===== src/rtl/mpuart_pkg.sv =====
package mpuart_pkg;
  localparam logic [1:0] ADDR_CTRL = 2'd0;
  localparam logic [1:0] ADDR_TXD  = 2'd1;
  localparam logic [1:0] ADDR_STAT = 2'd2;
  localparam logic [1:0] ADDR_RXD  = 2'd3;

  localparam int CTL_TXEN = 0;
  localparam int CTL_RXEN = 1;
  localparam int CTL_MPBT = 2;

  localparam int ST_TDRE = 0;
  localparam int ST_TEND = 1;
  localparam int ST_MPB  = 2;
  localparam int ST_RDRF = 3;
  localparam int ST_FERR = 4;

  typedef enum logic [1:0] {RX_IDLE, RX_START, RX_BITS} rx_state_e;
endpackage


===== src/rtl/mpuart_tx.sv =====
module mpuart_tx #(
  parameter int DATA_W = 8,
  parameter int OVS    = 16
) (
  input  logic              clk_i,
  input  logic              rst_ni,
  input  logic              enable_i,
  input  logic              tick_i,
  input  logic              mp_mode_i,
  input  logic              mp_bit_i,
  input  logic [DATA_W-1:0] data_i,
  input  logic              data_valid_i,
  output logic              load_o,
  output logic              done_o,
  output logic              busy_o,
  output logic              txd_o
);
  localparam int FRAME_W = DATA_W + 3;
  localparam int SUB_W   = $clog2(OVS);
  localparam int CNT_W   = $clog2(FRAME_W + 1);

  // Line image of one character, bit 0 goes out first.
  function automatic logic [FRAME_W-1:0] pack_frame(input logic [DATA_W-1:0] d,
                                                   input logic mp_en, input logic mp_b);
    pack_frame = mp_en ? {1'b1, mp_b, d, 1'b0} : {2'b11, d, 1'b0};
  endfunction

  function automatic logic [CNT_W-1:0] frame_len(input logic mp_en);
    frame_len = mp_en ? CNT_W'(FRAME_W) : CNT_W'(FRAME_W - 1);
  endfunction

  logic               busy_q;
  logic [SUB_W-1:0]   sub_q;
  logic [CNT_W-1:0]   left_q;
  logic [FRAME_W-1:0] shreg_q;

  logic bit_end, last_bit;
  assign bit_end  = busy_q && tick_i && (sub_q == SUB_W'(OVS - 1));
  assign last_bit = bit_end && (left_q == CNT_W'(1));
  assign done_o   = last_bit;
  assign load_o   = enable_i && tick_i && data_valid_i && (!busy_q || last_bit);
  assign busy_o   = busy_q;
  assign txd_o    = shreg_q[0];

  always_ff @(posedge clk_i or negedge rst_ni) begin
    if (!rst_ni) begin
      busy_q  <= 1'b0;
      sub_q   <= '0;
      left_q  <= '0;
      shreg_q <= '1;
    end else if (!enable_i) begin
      busy_q  <= 1'b0;
      sub_q   <= '0;
      left_q  <= '0;
      shreg_q <= '1;
    end else if (load_o) begin
      busy_q  <= 1'b1;
      sub_q   <= '0;
      left_q  <= frame_len(mp_mode_i);
      shreg_q <= pack_frame(data_i, mp_mode_i, mp_bit_i);
    end else if (last_bit) begin
      busy_q  <= 1'b0;
      sub_q   <= '0;
      left_q  <= '0;
      shreg_q <= '1;
    end else if (bit_end) begin
      sub_q   <= '0;
      left_q  <= left_q - CNT_W'(1);
      shreg_q <= {1'b1, shreg_q[FRAME_W-1:1]};
    end else if (busy_q && tick_i) begin
      sub_q   <= sub_q + SUB_W'(1);
    end
  end
endmodule


===== src/rtl/mpuart_rx.sv =====
module mpuart_rx
  import mpuart_pkg::*;
#(
  parameter int DATA_W = 8,
  parameter int OVS    = 16
) (
  input  logic              clk_i,
  input  logic              rst_ni,
  input  logic              enable_i,
  input  logic              tick_i,
  input  logic              mp_mode_i,
  input  logic              rxd_i,
  output logic              done_o,
  output logic [DATA_W-1:0] data_o,
  output logic              mp_o,
  output logic              mp_valid_o,
  output logic              stop_ok_o
);
  localparam int SUB_W = $clog2(OVS);
  localparam int IDX_W = $clog2(DATA_W + 3);
  localparam int HALF  = OVS / 2;

  // Bits that follow the start bit, stop bit included.
  function automatic logic [IDX_W-1:0] bits_after_start(input logic mp_en);
    bits_after_start = IDX_W'(DATA_W + 1) + IDX_W'(mp_en);
  endfunction

  logic [1:0]       sync_q;
  logic             rx_s;
  rx_state_e        state_q;
  logic [SUB_W-1:0] sub_q;
  logic [IDX_W-1:0] idx_q;
  logic [DATA_W:0]  bits_q;
  logic             mp_q;

  assign rx_s = sync_q[1];

  logic start_mid, bit_mid, last_bit;
  assign start_mid = (state_q == RX_START) && tick_i && (sub_q == SUB_W'(HALF - 1));
  assign bit_mid   = (state_q == RX_BITS) && tick_i && (sub_q == SUB_W'(OVS - 1));
  assign last_bit  = bit_mid && (idx_q == bits_after_start(mp_q) - IDX_W'(1));

  assign done_o     = last_bit && enable_i;
  assign data_o     = bits_q[DATA_W-1:0];
  assign mp_o       = bits_q[DATA_W];
  assign mp_valid_o = mp_q;
  assign stop_ok_o  = rx_s;

  always_ff @(posedge clk_i or negedge rst_ni) begin
    if (!rst_ni) sync_q <= 2'b11;
    else         sync_q <= {sync_q[0], rxd_i};
  end

  always_ff @(posedge clk_i or negedge rst_ni) begin
    if (!rst_ni) begin
      state_q <= RX_IDLE;
      sub_q   <= '0;
      idx_q   <= '0;
      bits_q  <= '0;
      mp_q    <= 1'b0;
    end else if (!enable_i) begin
      state_q <= RX_IDLE;
      sub_q   <= '0;
      idx_q   <= '0;
    end else begin
      case (state_q)
        RX_IDLE: if (tick_i && !rx_s) begin
          state_q <= RX_START;
          sub_q   <= '0;
          mp_q    <= mp_mode_i;
        end
        RX_START: if (start_mid) begin
          sub_q   <= '0;
          idx_q   <= '0;
          state_q <= rx_s ? RX_IDLE : RX_BITS;
        end else if (tick_i) begin
          sub_q <= sub_q + SUB_W'(1);
        end
        RX_BITS: if (bit_mid) begin
          if (idx_q <= IDX_W'(DATA_W)) bits_q[idx_q] <= rx_s;
          idx_q <= idx_q + IDX_W'(1);
          sub_q <= '0;
          if (last_bit) state_q <= RX_IDLE;
        end else if (tick_i) begin
          sub_q <= sub_q + SUB_W'(1);
        end
        default: state_q <= RX_IDLE;
      endcase
    end
  end
endmodule


===== src/rtl/mpuart_status.sv =====
module mpuart_status #(
  parameter int DATA_W = 8
) (
  input  logic              clk_i,
  input  logic              rst_ni,
  input  logic              standby_i,
  input  logic              tx_en_i,
  input  logic              stat_rd_i,
  input  logic              stat_wr_i,
  input  logic              tdre_wbit_i,
  input  logic              tx_load_i,
  input  logic              tx_done_i,
  input  logic              rx_done_i,
  input  logic              rx_mp_valid_i,
  input  logic              rx_mp_i,
  input  logic              rx_stop_ok_i,
  input  logic [DATA_W-1:0] rx_data_i,
  input  logic              rxd_rd_i,
  output logic              tdre_o,
  output logic              tend_o,
  output logic              mpb_o,
  output logic              rdrf_o,
  output logic              ferr_o,
  output logic [DATA_W-1:0] rx_data_o,
  output logic              tdre_clr_o
);
  logic armed_q;

  assign tdre_clr_o = stat_wr_i && !tdre_wbit_i && armed_q && tdre_o;

  // Arm on a status read that saw tdre high; any status write disarms.
  always_ff @(posedge clk_i or negedge rst_ni) begin
    if (!rst_ni)          armed_q <= 1'b0;
    else if (stat_wr_i)   armed_q <= 1'b0;
    else if (stat_rd_i && tdre_o) armed_q <= 1'b1;
  end

  always_ff @(posedge clk_i or negedge rst_ni) begin
    if (!rst_ni)         tdre_o <= 1'b1;
    else if (tdre_clr_o) tdre_o <= 1'b0;
    else if (tx_load_i)  tdre_o <= 1'b1;
  end

  always_ff @(posedge clk_i or negedge rst_ni) begin
    if (!rst_ni)                    tend_o <= 1'b1;
    else if (standby_i || !tx_en_i) tend_o <= 1'b1;
    else if (tdre_clr_o)            tend_o <= 1'b0;
    else if (tx_done_i && tdre_o)   tend_o <= 1'b1;
  end

  always_ff @(posedge clk_i or negedge rst_ni) begin
    if (!rst_ni)                         mpb_o <= 1'b0;
    else if (rx_done_i && rx_mp_valid_i) mpb_o <= rx_mp_i;
  end

  always_ff @(posedge clk_i or negedge rst_ni) begin
    if (!rst_ni) begin
      rdrf_o    <= 1'b0;
      ferr_o    <= 1'b0;
      rx_data_o <= '0;
    end else if (rx_done_i) begin
      rdrf_o    <= 1'b1;
      ferr_o    <= !rx_stop_ok_i;
      rx_data_o <= rx_data_i;
    end else if (rxd_rd_i) begin
      rdrf_o <= 1'b0;
      ferr_o <= 1'b0;
    end
  end
endmodule


===== src/rtl/mpuart_core.sv =====
module mpuart_core
  import mpuart_pkg::*;
#(
  parameter int DATA_W = 8,
  parameter int OVS    = 16
) (
  input  logic              clk_i,
  input  logic              rst_ni,
  input  logic              standby_i,
  input  logic              baud_tick_i,
  input  logic              mp_mode_i,
  input  logic              bus_sel_i,
  input  logic              bus_wr_i,
  input  logic [1:0]        bus_addr_i,
  input  logic [DATA_W-1:0] bus_wdata_i,
  output logic [DATA_W-1:0] bus_rdata_o,
  input  logic              rxd_i,
  output logic              txd_o
);
  logic tx_en_q, rx_en_q, mpbt_q;
  logic [DATA_W-1:0] tx_hold_q;

  // Named internal events, visible to the bound checker.
  logic wr_ctrl, wr_txd, stat_wr, stat_rd, rxd_rd;
  logic tx_load, tx_done, tx_busy, tdre_clr;
  logic rx_done, rx_mp, rx_mp_valid, rx_stop_ok;
  logic [DATA_W-1:0] rx_shift_data, rx_data;
  logic tdre, tend, mpb, rdrf, ferr;

  assign wr_ctrl = bus_sel_i &&  bus_wr_i && (bus_addr_i == ADDR_CTRL);
  assign wr_txd  = bus_sel_i &&  bus_wr_i && (bus_addr_i == ADDR_TXD);
  assign stat_wr = bus_sel_i &&  bus_wr_i && (bus_addr_i == ADDR_STAT);
  assign stat_rd = bus_sel_i && !bus_wr_i && (bus_addr_i == ADDR_STAT);
  assign rxd_rd  = bus_sel_i && !bus_wr_i && (bus_addr_i == ADDR_RXD);

  always_ff @(posedge clk_i or negedge rst_ni) begin
    if (!rst_ni) begin
      tx_en_q <= 1'b0;
      rx_en_q <= 1'b0;
      mpbt_q  <= 1'b0;
    end else if (wr_ctrl) begin
      tx_en_q <= bus_wdata_i[CTL_TXEN];
      rx_en_q <= bus_wdata_i[CTL_RXEN];
      mpbt_q  <= bus_wdata_i[CTL_MPBT];
    end
  end

  always_ff @(posedge clk_i or negedge rst_ni) begin
    if (!rst_ni)     tx_hold_q <= '0;
    else if (wr_txd) tx_hold_q <= bus_wdata_i;
  end

  mpuart_tx #(.DATA_W(DATA_W), .OVS(OVS)) u_tx (
    .clk_i        (clk_i),
    .rst_ni       (rst_ni),
    .enable_i     (tx_en_q),
    .tick_i       (baud_tick_i),
    .mp_mode_i    (mp_mode_i),
    .mp_bit_i     (mpbt_q),
    .data_i       (tx_hold_q),
    .data_valid_i (!tdre),
    .load_o       (tx_load),
    .done_o       (tx_done),
    .busy_o       (tx_busy),
    .txd_o        (txd_o)
  );

  mpuart_rx #(.DATA_W(DATA_W), .OVS(OVS)) u_rx (
    .clk_i      (clk_i),
    .rst_ni     (rst_ni),
    .enable_i   (rx_en_q),
    .tick_i     (baud_tick_i),
    .mp_mode_i  (mp_mode_i),
    .rxd_i      (rxd_i),
    .done_o     (rx_done),
    .data_o     (rx_shift_data),
    .mp_o       (rx_mp),
    .mp_valid_o (rx_mp_valid),
    .stop_ok_o  (rx_stop_ok)
  );

  mpuart_status #(.DATA_W(DATA_W)) u_stat (
    .clk_i         (clk_i),
    .rst_ni        (rst_ni),
    .standby_i     (standby_i),
    .tx_en_i       (tx_en_q),
    .stat_rd_i     (stat_rd),
    .stat_wr_i     (stat_wr),
    .tdre_wbit_i   (bus_wdata_i[ST_TDRE]),
    .tx_load_i     (tx_load),
    .tx_done_i     (tx_done),
    .rx_done_i     (rx_done),
    .rx_mp_valid_i (rx_mp_valid),
    .rx_mp_i       (rx_mp),
    .rx_stop_ok_i  (rx_stop_ok),
    .rx_data_i     (rx_shift_data),
    .rxd_rd_i      (rxd_rd),
    .tdre_o        (tdre),
    .tend_o        (tend),
    .mpb_o         (mpb),
    .rdrf_o        (rdrf),
    .ferr_o        (ferr),
    .rx_data_o     (rx_data),
    .tdre_clr_o    (tdre_clr)
  );

  always_comb begin
    bus_rdata_o = '0;
    case (bus_addr_i)
      ADDR_CTRL: begin
        bus_rdata_o[CTL_TXEN] = tx_en_q;
        bus_rdata_o[CTL_RXEN] = rx_en_q;
        bus_rdata_o[CTL_MPBT] = mpbt_q;
      end
      ADDR_TXD: bus_rdata_o = tx_hold_q;
      ADDR_STAT: begin
        bus_rdata_o[ST_TDRE] = tdre;
        bus_rdata_o[ST_TEND] = tend;
        bus_rdata_o[ST_MPB]  = mpb;
        bus_rdata_o[ST_RDRF] = rdrf;
        bus_rdata_o[ST_FERR] = ferr;
      end
      default: bus_rdata_o = rx_data;
    endcase
  end
endmodule


===== config.mk =====
export PLATFORM = sky130hd
export DESIGN_NAME = mpuart_core
export DESIGN_NICKNAME = d
export VERILOG_FILES = /design/src/rtl/mpuart_pkg.sv /design/src/rtl/mpuart_tx.sv /design/src/rtl/mpuart_rx.sv /design/src/rtl/mpuart_status.sv /design/src/rtl/mpuart_core.sv
export SDC_FILE = /design/constraint.sdc
export NUM_CORES = 1
export LEC_CHECK = 0
export BUFFER_PORTS_ARGS = -buffer_cell sky130_fd_sc_hd__buf_2
export CAP_MARGIN = 25
export CORE_ASPECT_RATIO = 0.7
export CORE_MARGIN = 4
export CORE_UTILIZATION = 64
export DETAILED_ROUTE_END_ITERATION = 8
export PLACE_DENSITY = 0.85
export SYNTH_ARGS = -nofsm -noshare
export SYNTH_HDL_FRONTEND = slang
export SYNTH_SLANG_ARGS = --single-unit

===== constraint.sdc =====
create_clock -name clk_i -period 3.1 [get_ports clk_i]
set_input_delay 0.155 -clock clk_i [delete_from_list [all_inputs] [get_ports clk_i]]
set_output_delay 0.155 -clock clk_i [all_outputs]
set_load 0.005 [all_outputs]

Yosys cells after proc, flatten, opt, wreduce, memory -nomap -nowiden

Cells that the tools add are included.

Flip-flop bits (word level): 67
Latch bits: 0
RAM bits: 0
Bits in read-only memories: 0
Input bits: 18
Word-level logic and storage cells: 147
Memories: 0

Add/subtract/negate cells: 6
Multipliers: 0
Div/mod/pow operators: 0
Magnitude comparators: 3
Equal/unequal tests: 19
Shift-type cells: 0
Muxes and demuxes: 51
Bitwise logic cells: 0
Reduce and logical (&&, ||, !) cells: 47

Operators by type and width:

| kind                  | number |
|---|---|
| $mux W4               | 17 |
| $mux W11              | 4 |
| $logic_and A1 B1 Y1   | 27 |
| $mux W1               | 15 |
| $add A4 B1 Y4 const B | 3 |
| $mux W2               | 6 |
| $ne A3 B2 Y1 const B  | 4 |
| $pmux W2 S3           | 2 |
| $pmux W4 S3           | 1 |
| $mux W10              | 1 |
| $bwmux W9             | 1 |
| $pmux W3 S3           | 1 |
| $eq A4 B4 Y1 const B  | 2 |
| $ne A4 B1 Y1 const B  | 2 |
| $pmux W4 S2           | 1 |
| $reduce_and A4 Y1     | 2 |
| $sub A4 B1 Y4 const B | 2 |
| $eq A2 B2 Y1 const B  | 3 |
| $logic_not A1 Y1      | 6 |
| $ne A3 B1 Y1 const B  | 2 |
| $pmux W3 S2           | 1 |
| $reduce_and A3 Y1     | 2 |
| $reduce_bool A2 Y1    | 3 |
| $lt A4 B5 Y1 const B  | 1 |
| 14 further kinds      | 17 |

Longest topological paths before layout

Gate-level depths: netlist of run 1.

Depth after elaboration: 8
Depth in mapped cells: 7
Depth with buffers taken out: 6

By module

A second synthesis of run 1 with hierarchy kept.

Cells, all modules: 326
Area total of the unflattened synthesis: 3,572.2 µm²

By module, submodules not included:

| module        | times used | cells an instance | area an instance (µm²) | sequential area each (µm²) |
|---|---|---|---|---|
| mpuart_rx     | 1          | 120               | 1,206.2                | 553.0 |
| mpuart_tx     | 1          | 124               | 1,129.8                | 488.0 |
| mpuart_core   | 1          | 44                | 666.9                  | 275.3 |
| mpuart_status | 1          | 38                | 569.3                  | 352.8 |

Worst setup path before layout of run 1

Ideal clock, no wire load.

Kind: register to register
Start: reg u_tx.left_q[1]
End: reg u_tx.shreg_q[1]
Data arrival time: 1,853 ps
Data required time: 3,021 ps
Setup slack: 1,167 ps
Stages on the path, launching flop included: 8
Buffers on the path: 1
Cell sequence: dfrtp_1 -> inv_1 -> ha_1 -> or3b_1 -> o31a_1 -> clkbuf_2 -> or3_1 -> a22o_1

Longest elaborated chain between the ends: 6
Elaborated cells on any way between the ends: 8
Classes of those cells: 2 x eq/ne; 3 x mux; 3 x reduce/logical

Ends and longest elaborated chain:

| item                   | line            | source |
|---|---|---|
| start, declared        | mpuart_tx.sv:34 | `logic [CNT_W-1:0] left_q;` |
| start signal, assigned | mpuart_tx.sv:59 | `left_q <= frame_len(mp_mode_i);` |
| start signal, assigned | mpuart_tx.sv:68 | `left_q <= left_q - CNT_W'(1);` |
| $eq A4 B1 Y1 *         | mpuart_tx.sv:39 | `assign last_bit = bit_end && (left_q == CNT_W'(1));` |
| $logic_and A1 B1 Y1 *  | mpuart_tx.sv:39 |  |
| $logic_or A1 B1 Y1     | mpuart_tx.sv:41 | `assign load_o = enable_i && tick_i && data_valid_i && (!busy_q \|\| last_bit);` |
| $logic_and A1 B1 Y1    | mpuart_tx.sv:41 |  |
| $mux W11               | mpuart_tx.sv:56 | `end else if (load_o) begin` |
| $mux W11               | mpuart_tx.sv:51 | `end else if (!enable_i) begin` |
| end signal, assigned   | mpuart_tx.sv:60 | `shreg_q <= pack_frame(data_i, mp_mode_i, mp_bit_i);` |
| end signal, assigned   | mpuart_tx.sv:69 | `shreg_q <= {1'b1, shreg_q[FRAME_W-1:1]};` |
| end, declared          | mpuart_tx.sv:35 | `logic [FRAME_W-1:0] shreg_q;` |

Every way passes the cells marked *; elsewhere a longest branch is shown, timed or not.
A chain may end at the register's enable or synchronous reset.

Final worst setup path of run 1

Start: reg u_rx.state_q[0]
End: reg u_rx.bits_q[5]

Longest elaborated chain between the ends: 4

Ends and longest elaborated chain:

| item                             | line                             | source |
|---|---|---|
| start, declared                  | mpuart_rx.sv:30                  | `rx_state_e state_q;` |
| start signal, assigned           | mpuart_rx.sv:75                  | `state_q <= rx_s ? RX_IDLE : RX_BITS;` |
| $eq A2 B2 Y1 *                   | mpuart_rx.sv:40, mpuart_rx.sv:66 |  |
| $logic_and A1 B1 Y1 (2 in a row) | mpuart_rx.sv:40                  | `assign bit_mid = (state_q == RX_BITS) && tick_i && (sub_q == SUB_W'(OVS - 1));` |
| $reduce_and A4 Y1 (no line) *    | -                                |  |
| end signal, assigned by index    | mpuart_rx.sv:80                  | `if (idx_q <= IDX_W'(DATA_W)) bits_q[idx_q] <= rx_s;` |
| end, declared                    | mpuart_rx.sv:33                  | `logic [DATA_W:0] bits_q;` |

Marked as above.

==> metrics.txt, run 1 <==
Post-Route Utilization 74.17%; Sink Count 66; CP arrival 2.50 ns; total design power 2326 µW; Final ANT Viol Nets 0; Gates resized, CTS repair 0; Pleak 0.001746 µW; Core ar. 0.005285 mm²; Post-Synthesis Cells 328; Least-Margin Pin Slew 0.7510 ns; routed len/inst 18.13 µm; initial antenna violation count 0; clk root buf clkbuf_8; Starting Density 66.76%; Startpoint Class flop; fin crit share 72.82%; vias in the first global route 2,682; M1 GR Usage 33.01%; ANT cells 0; via count 2,717; CTS H-tree lvls 3; largest net degree at the start of global routing 33; Fin Clk Skew 0.01142 ns; global-route usage over all layers 24.12%; Final Critical Period 2.257 ns; CP required 3.34 ns; kind of end point of the critical path flop; drt first-iter violations 229; later-pin clock latency in the skew report 0.35 ns; FP Rows 22; global-route wire length before repair 13.18 mm; post-synthesis sequential area ratio 47.30%; flops & latches, synth 66; Die ar. 0.006784 mm²; async set-reset flop share out of synthesis 100.0%; first-pass detailed-route iteration total 5; ys flop type dfrtp_1; maxcap violations 0; DP Wirelength 5.375 mm; final WL 7.779 mm; Crit Path Class flop to flop; setup TNS 0 ns; I/O pins 27; nets 381; Port Buffers 26; Final WS setup 0.8427 ns; Area contributors post-synth dfrtp_1 (37%), mux2_2 (11%), dfstp_2 (10%); share of the synthesized area in the top cell type 36.88%; Die Height 70.12 µm; Final Wtd Congestion 0.8597; CTS tree done; dpl cells 411; status finished, final reports clean; Final Hold Viols 0; Die Width 96.75 µm; Post-CTS Setup Bufs 0; global routing's busiest layer met2; final global-route overflow total 0; Synth Net Count 357; post-synth cell types 55; highest ir drop seen on vdd 0.3791 mV; worst hold path class input pin to flop; Avg Inst Size Synth 10.76 µm²; DR vias/cell 6.333; Non-Filler Instances 429; Yosys top cell by area dfrtp_1; fin. max-slew vios 0; P per Cell Area 593.3 mW/mm²; share of cells above drive strength 1 28.57%; final setup violation count 0; headroom to the max-slew limit 49.94%; CTS clk-pin slew, worst paths 0.07 ns; f_max 443.0 MHz; Area Growth Syn to Fin 11.10%; cts bufs inserted 9; met2 Usage GRT 36.16%; Syn Std Cell Area 0.003528 mm²; Post-synth EDFFs 0; Setup WS pre-CTS 0.9111 ns; Synthesis Warnings 0; RSZ-0062 raised after global routing false; GRT met3 Usage 8.184%; Max Root-Sink Buffers 2; DRC 0; Max FO, Critical Path 11
## stage by stage
step           instance area, µm²  hold slack (ns)
2_1_floorplan                3528          -0.1406
3_3_place_gp                 3711          0.09569
3_5_place_dp                 3711           0.1013
4_1_cts                      3920          0.02124
5_1_grt                      3920          0.02850
6_report                     3920          0.03235
## layout make-up
class	instances	area (µm²)
multi-input cells	230	1739
flip-flops and latches	66	1669
fillers	382	1365
repair buffers	33	187.7
clock buffers	13	148.9
well taps	72	90.09
inverters	12	45.04
clock inverters	3	40.04
## worst paths after layout
check                                            start                     endpoint  slack [ns]  depth (start not counted)
min reg2reg                   u_rx.sync_q[0]$_DFF_PN1_     u_rx.sync_q[1]$_DFF_PN1_        0.34                          0
min                                          standby_i    u_stat.tend_o$_DFFE_PN1P_        0.03                          3
max in group asynchronous                       rst_ni  u_tx.shreg_q[1]$_DFFE_PN1P_        2.04                          3
min in group asynchronous                       rst_ni   u_rx.bits_q[7]$_DFFE_PN0P_        0.26                          2
max reg2reg                u_rx.state_q[0]$_DFFE_PN0P_   u_rx.bits_q[5]$_DFFE_PN0P_        0.84                          6
max                        u_rx.state_q[0]$_DFFE_PN0P_   u_rx.bits_q[5]$_DFFE_PN0P_        0.84                          6
## synth_stat cells, types with 10 or more instances
master    count
ha_1         11
inv_1        12
nand2_1      22
dfrtp_1      52
nor2_1       19
clkbuf_1     16
a21oi_1      13
nand3_1      11
a22o_1       10
o21ai_0      13
or3_1        10
mux2_2       33
dfstp_2      14
## registers in the layout, summed over array words and instances (netlist names), 2 cells and up
| signal | count |
|---|---|
| u_rx.bits_q | 9 |
| u_stat.rx_data_o | 8 |
| u_tx.sub_q | 4 |
| tx_hold_q | 8 |
| u_rx.idx_q | 4 |
| u_rx.sync_q | 2 |
| u_tx.left_q | 4 |
| u_rx.state_q | 2 |
| u_tx.shreg_q | 10 |
| u_rx.sub_q | 4 |
## cells in the final DEF, fill, tap and decap left out, types with 4 or more instances in the layout
master    count
nand3b_1      4
dfrtp_1      52
buf_4         5
mux2i_1       6
nor2b_1       7
a22o_1       10
inv_1        12
buf_2        26
a21oi_1      13
mux2_2       33
ha_1         11
o221ai_1      8
clkbuf_8     10
nand2_1      22
or3_1        10
o21ai_0      13
dfstp_2      14
nor2_1       19
nand3_1      11
## repair_timing
action,in CTS,in global routing
endpoints found under the hold margin,15,0
setup endpoints to repair,0,0
hold buffers,2,0
## logic make-up (layout without fill, tap and decap cells)
group / count (synthesis) / count (layout) / synth area share [%]
flops: 66 / 66 / 47.30
xor+xnor: 4 / 4 / 0.9931
compound gates: 70 / 70 / 14.22
fa+ha+maj: 11 / 11 / 3.901
buf+inv: 32 / 61 / 3.581
mux: 42 / 42 / 14.15
simple gates: 103 / 103 / 15.85
## routing by layer
layer	vias up	routed length [µm]	part of all wire (%)
met1	1352	3567	46
met4	0	149	1.9
met3	16	454	5.8
met5	-	0	0
li1	1263	-	-
met2	86	3607	46
## power breakdown
| part | switching (µW) | internal (µW) |
|---|---|---|
| combinational | 246 | 233 |
| sequential | 128 | 1010 |
| clock | 318 | 392 |
## worst max-delay path, cell delays in order (launching register included)
cell and delay [ns]:
dfrtp_1 0.39, inv_1 0.09, ha_1 0.37, nand3_1 0.24, nor4_1 0.61, nand2_1 0.16, mux2_2 0.30
Note: power is estimated with default switching activity, not from simulation.
==> run 2, diff against run 1 <==
- CORE_UTILIZATION: 64 -> 54
- PLACE_DENSITY: 0.85 -> 0.77
- clock period: 3.1 -> 1.95 ns (I/O delays scaled with it)
==> run 2 against run 1 <==
The run now ends with setup timing left; die area increased by 17%; sequential share of layout area is 4.0 points lower; non-clock buffer count rose by 33; count of clock-buffer cells in the layout decreased by 4; final area grew 10%; critical path depth unchanged; total power up 74%; sequential power increased by 54%; fmax grew 13%; wire length rose by 7.8%; via count up 4.2%; clock power is 83% higher; critical path type unchanged; critical endpoint is now u_tx.shreg_q[2]$_DFFE_PN1P_; largest cell class unchanged; largest power group unchanged.
==> metrics.txt, run 2 (synthesized netlist as in run 1, its figures left out) <==
status finished, violations left; failing checks setup timing; Starting Density 56.22%; critical path's slowest cell or3b_4; Least-Margin Pin Slew 0.5136 ns; final setup violation count 1; Final Wtd Congestion 0.9268; Die Width 104.6 µm; CP max stage delay 0.41 ns; fin crit share 102.1%; design area 0.004322 mm²; max FFs per register 10; Largest Register u_tx.shreg_q; CP Launch Point u_tx.left_q[1]$_DFFE_PN0P_; Regs by FF count u_tx.shreg_q: 10 flops, u_rx.bits_q: 9 flops; vias in the first global route 2,781; initial antenna violation count 0; internal power 2828 µW; Pleak 0.001930 µW; f_max 502.2 MHz; switching share of power 30.11%; fin. max-slew vios 0; Detail Route met2 WL 3.954 mm; Area Growth Syn to Fin 22.48%; met1 WL 3.896 mm; Crit Path Class flop to flop; Core ar. 0.006276 mm²; most frequent cells in the layout dfrtp_1 (52), mux2_2 (33), buf_4 (29); FP Rows 24; hold path startpoint bus_wdata_i[2]; DP Wirelength 5.647 mm; Filler cells 473; I/O pins 27; global-route wire length before repair 13.91 mm; routed len/inst 17.89 µm; worst path cell trace inv_2 > ha_4 > or3b_4 > o31a_4 > or3_1 > a22o_1; most common cell after layout, fill and taps aside dfrtp_1; max layer used met4; Psw 1218 µW; Final Critical Period 1.991 ns; CP arrival 2.27 ns; Die ar. 0.007912 mm²; DRC 0; Seq pwr share 43.5%; final WL 8.389 mm; kind of end point of the critical path flop; Sink Count 66; drt first-iter violations 175; via count 2,831; worst hold path class input pin to flop; RSZ-0062 raised after global routing true; CTS tree done; CTS H-tree lvls 3; cts bufs inserted 9; Hold WS 0.02899 ns; setup TNS -0.04112 ns; final global-route overflow total 0; ANT cells 0; CP required 2.23 ns; area of placed instances 0.003904 mm²; Comb pwr share 24.5%; later-pin clock latency in the skew report 0.35 ns; total design power 4046 µW; share of cells above drive strength 1 36.32%; Fin Clk Skew 0.006268 ns; nets 415; Port Buffers 26; Final ANT Viol Nets 0; global-route usage over all layers 22.28%; P per Cell Area 936.3 mW/mm²; Die Height 75.63 µm; headroom to the max-slew limit 65.50%; DR vias/cell 6.036; Reg-to-Reg Start u_tx.left_q[1]$_DFFE_PN0P_; clk root buf clkbuf_8; CTS clk-pin slew, worst paths 0.08 ns; first-pass detailed-route iteration total 5; DR WL met3 484 µm; highest ir drop seen on vdd 0.4624 mV; maxcap violations 0; Non-Filler Instances 469; Max FO, Critical Path 8; Startpoint Class flop; Final Hold Viols 0; largest net degree at the start of global routing 67; Final WS setup -0.04112 ns; clock share of power 32.1%; dpl cells 440; Max Root-Sink Buffers 2
==> run 2: changes by cell type in the layout (fill, tap and decap cells not counted), sizes merged <==
cell,change
buf,+25
dlygate4sd3,+8
clkbuf,-4
clkinvlp,+3
clkinv,-2
inv,+2
bufinv,+1
o31a,+1
==> run 2: worst paths after layout <==
path,to,slack [ns],depth (start not counted)
max,u_tx.shreg_q[2]$_DFFE_PN1P_,-0.04,6
min reg2reg,u_rx.sync_q[1]$_DFF_PN1_,0.36,0
min in group asynchronous,u_rx.sub_q[0]$_DFFE_PN0P_,0.29,3
max reg2reg,u_tx.shreg_q[2]$_DFFE_PN1P_,-0.04,6
min,tx_hold_q[2]$_DFFE_PN0P_,0.03,2
max in group asynchronous,u_tx.shreg_q[6]$_DFFE_PN1P_,1.33,3
==> run 2: what timing repair did <==
action | 4_1_cts | 5_1_grt
setup endpoints to repair | 14 | 27
endpoints found under the hold margin | 61 | 0
pin swaps | 1 | 1
hold buffers | 10 | 0
setup buffers | 0 | 2
gates resized for setup | 3 | 11
cloned | 0 | 1
==> run 2: power groups by stage <==
stage	combinational (µW)	sequential, µW	clock (µW)
2_1_floorplan	607	1720	0
3_3_place_gp	877	1770	0
3_5_place_dp	906	1770	0
4_1_cts	939	1750	1330
5_1_grt	1100	1780	1400
6_report	990	1760	1300
==> run 2: final cells by class <==
cell class              count  area [µm²]  area share, %
multi-input cells         231        1818          42.07
clock inverters             7       100.1          2.316
repair buffers             66       467.9          10.83
well taps                  78       97.59          2.258
flip-flops and latches     66        1669          38.62
clock buffers               9       123.9          2.866
inverters                  12       45.04          1.042
==> run 2: critical path: cells and delay by family, from the launching register on <==
| kind | cells | cell delay, ns |
|---|---|---|
| AND/OR/NAND/NOR | 2 | 0.80 |
| AO/OA/AOI/OAI | 2 | 0.53 |
| flip-flops | 1 | 0.39 |
| adder cells (fa/ha/maj) | 1 | 0.13 |
| buffers and inverters | 1 | 0.08 |
==> run 2: per-layer routing <==
| layer | GRT usage [%] | vias to the layer above |
|---|---|---|
| met5 | 0 | - |
| met4 | 6.114 | 0 |
| met3 | 5.843 | 8 |
| met2 | 37.55 | 94 |
| met1 | 29.32 | 1400 |
| li1 | - | 1329 |
==> run 2: through the flow <==
stage	setup slack, ns	utilization (%)
2_1_floorplan	0.01749	-
3_3_place_gp	-0.04291	62.20
3_5_place_dp	-0.1247	62.20
4_1_cts	-0.007770	67.54
5_1_grt	-0.07987	68.86
6_report	-0.04112	68.86
==> run 3, diff against run 2 <==
- PLACE_DENSITY: 0.77 -> 0.76
==> run 3 against run 2 <==
The flow still finishes with violations (setup timing); sequential power barely moved; combinational power shrank 1%; global-route usage rose by 0.11 points; die area did not move; fmax down 0.78%; count of clock-buffer cells in the layout did not move; setup slack worse by 0.016 ns; clock skew about the same; sequential cell count did not move; register-to-register slack lost 0.02 ns; non-clock buffer count is 1 higher; hold slack got worse by 0.0046 ns; critical endpoint is now u_tx.shreg_q[8]$_DFFE_PN1P_; largest power group unchanged; highest routed layer unchanged.
==> metrics.txt, run 3 (synthesized netlist as in run 1, its figures left out) <==
status finished, violations left; failing checks setup timing; Final ANT Viol Nets 0; Final Critical Period 2.007 ns; Largest Register u_tx.shreg_q; worst path cell trace inv_2 > ha_4 > or3b_4 > o31a_4 > or3_4 > a22o_1; CTS tree done; CP max stage delay 0.40 ns; vias in the first global route 2,857; ANT cells 0; Die Height 75.63 µm; Reg area 0.001670 mm²; CP required 2.21 ns; FP Rows 24; DR vias/cell 6.034; Startpoint Class flop; P per Cell Area 920.8 mW/mm²; critical path's slowest cell or3b_4; routed len/inst 17.84 µm; Final WS setup -0.05687 ns; headroom to the max-slew limit 64.33%; Worst Path Buf+Inv 1; Filler cells 463; Port Buffers 26; I/O pins 27; fin. max-slew vios 0; clk root buf clkbuf_8; Non-Filler Instances 470; f_max 498.3 MHz; CP arrival 2.27 ns; Starting Density 56.22%; most frequent cells in the layout dfrtp_1 (51), mux2_2 (33), buf_4 (29); drt first-iter violations 189; Area Growth Syn to Fin 23.30%; Least-Margin Pin Slew 0.5309 ns; CTS H-tree lvls 3; via count 2,836; Final Wtd Congestion 0.9043; DP Wirelength 5.637 mm; most common cell after layout, fill and taps aside dfrtp_1; largest net degree at the start of global routing 67; initial antenna violation count 0; Die Width 104.6 µm; later-pin clock latency in the skew report 0.33 ns; Fin Clk Skew 0.006391 ns; DRC 0; area of the multi-input gates 0.001847 mm²; Hold WS 0.02443 ns; first-pass detailed-route iteration total 4; maxcap violations 0; Max FO, Critical Path 8; kind of end point of the critical path flop; worst hold path class input pin to flop; Die ar. 0.007912 mm²; CTS clk-pin slew, worst paths 0.07 ns; Max Root-Sink Buffers 2; cts bufs inserted 9; final global-route overflow total 0; final setup violation count 7; Core ar. 0.006276 mm²; share of cells above drive strength 1 38.27%; RSZ-0062 raised after global routing true; Sink Count 66; Top delay family on crit path simple AND/OR/NAND/NOR gates; nets 416; global-route usage over all layers 22.39%; global-route wire length before repair 13.92 mm; dpl cells 437; R2R setup slack -0.06 ns; final WL 8.387 mm; highest ir drop seen on vdd 0.5082 mV; Regs by FF count u_tx.shreg_q: 10 flops, u_rx.bits_q: 9 flops; max FFs per register 10; Final Hold Viols 0; fin crit share 102.9%; Pleak 0.001966 µW; Crit Path Class flop to flop
## run 3: worst paths after layout
| check | cells after the start | end | from |
|---|---|---|---|
| worst max-delay path | 6 | u_tx.shreg_q[8]$_DFFE_PN1P_ | u_tx.left_q[1]$_DFFE_PN0P_ |
| worst min-delay path | 2 | mpbt_q$_DFFE_PN0P_ | bus_wdata_i[2] |
| worst max register to register | 6 | u_tx.shreg_q[8]$_DFFE_PN1P_ | u_tx.left_q[1]$_DFFE_PN0P_ |
| worst min register to register | 0 | u_rx.sync_q[1]$_DFF_PN1_ | u_rx.sync_q[0]$_DFF_PN1_ |
| max in group asynchronous | 3 | u_tx.shreg_q[8]$_DFFE_PN1P_ | rst_ni |
| min in group asynchronous | 3 | u_rx.sub_q[1]$_DFFE_PN0P_ | rst_ni |
## run 3: final cells by class
cell class	count	share of cell area, %
Clock buffer	9	2.847
Timing Repair Buffer	67	10.90
Multi-Input combinational cell	231	42.45
Tap cell	78	2.243
Clock inverter	7	2.128
Sequential cell	66	38.40
Inverter	12	1.035
## run 3: per-stage QoR
| stage | instance area (µm²) | setup slack (ns) | TNS (ns) | power (µW) | util (%) |
|---|---|---|---|---|---|
| floorplan | 3528 | 0.01749 | 0 | 2332 | - |
| global placement | 3881 | -0.03902 | -0.2847 | 2632 | 61.84 |
| detailed placement | 3881 | -0.1098 | -0.8278 | 2669 | 61.84 |
| CTS | 4197 | 0.001922 | 0 | 3956 | 66.87 |
| global route | 4350 | -0.09433 | -0.4380 | 4218 | 69.32 |
| finish | 4350 | -0.05687 | -0.1077 | 4006 | 69.32 |
## run 3: what timing repair did
| item | CTS | global route |
|---|---|---|
| resized for setup | 2 | 23 |
| hold buffers | 9 | 0 |
| gates cloned | 0 | 2 |
| buffers inserted | 0 | 6 |
| hold endpoints to repair | 60 | 0 |
| endpoints found under the setup margin | 14 | 33 |
| pin swaps | 1 | 5 |
## run 3: report_power, final
part | leakage [µW] | total, µW | switching [µW] | internal [µW]
logic | 0.00101 | 978 | 491 | 487
registers | 0.000844 | 1770 | 163 | 1600
clock network | 0.000113 | 1260 | 541 | 720
## run 3: worst register-to-register path, delay by kind of cell, from the launching register on
family,cells,cell delay [ns]
fa+ha+maj,1,0.13
buf+inv,1,0.08
compound gates,2,0.60
flops,1,0.39
simple gates,2,0.74
## run 3: per-layer routing
metal | up-vias | share of wire (%) | GRT usage (%)
met5 | - | 0 | 0
met4 | 0 | 2.1 | 8.151
met3 | 17 | 5.8 | 4.996
met2 | 83 | 47 | 36.41
met1 | 1406 | 46 | 30.29
li1 | 1330 | - | -
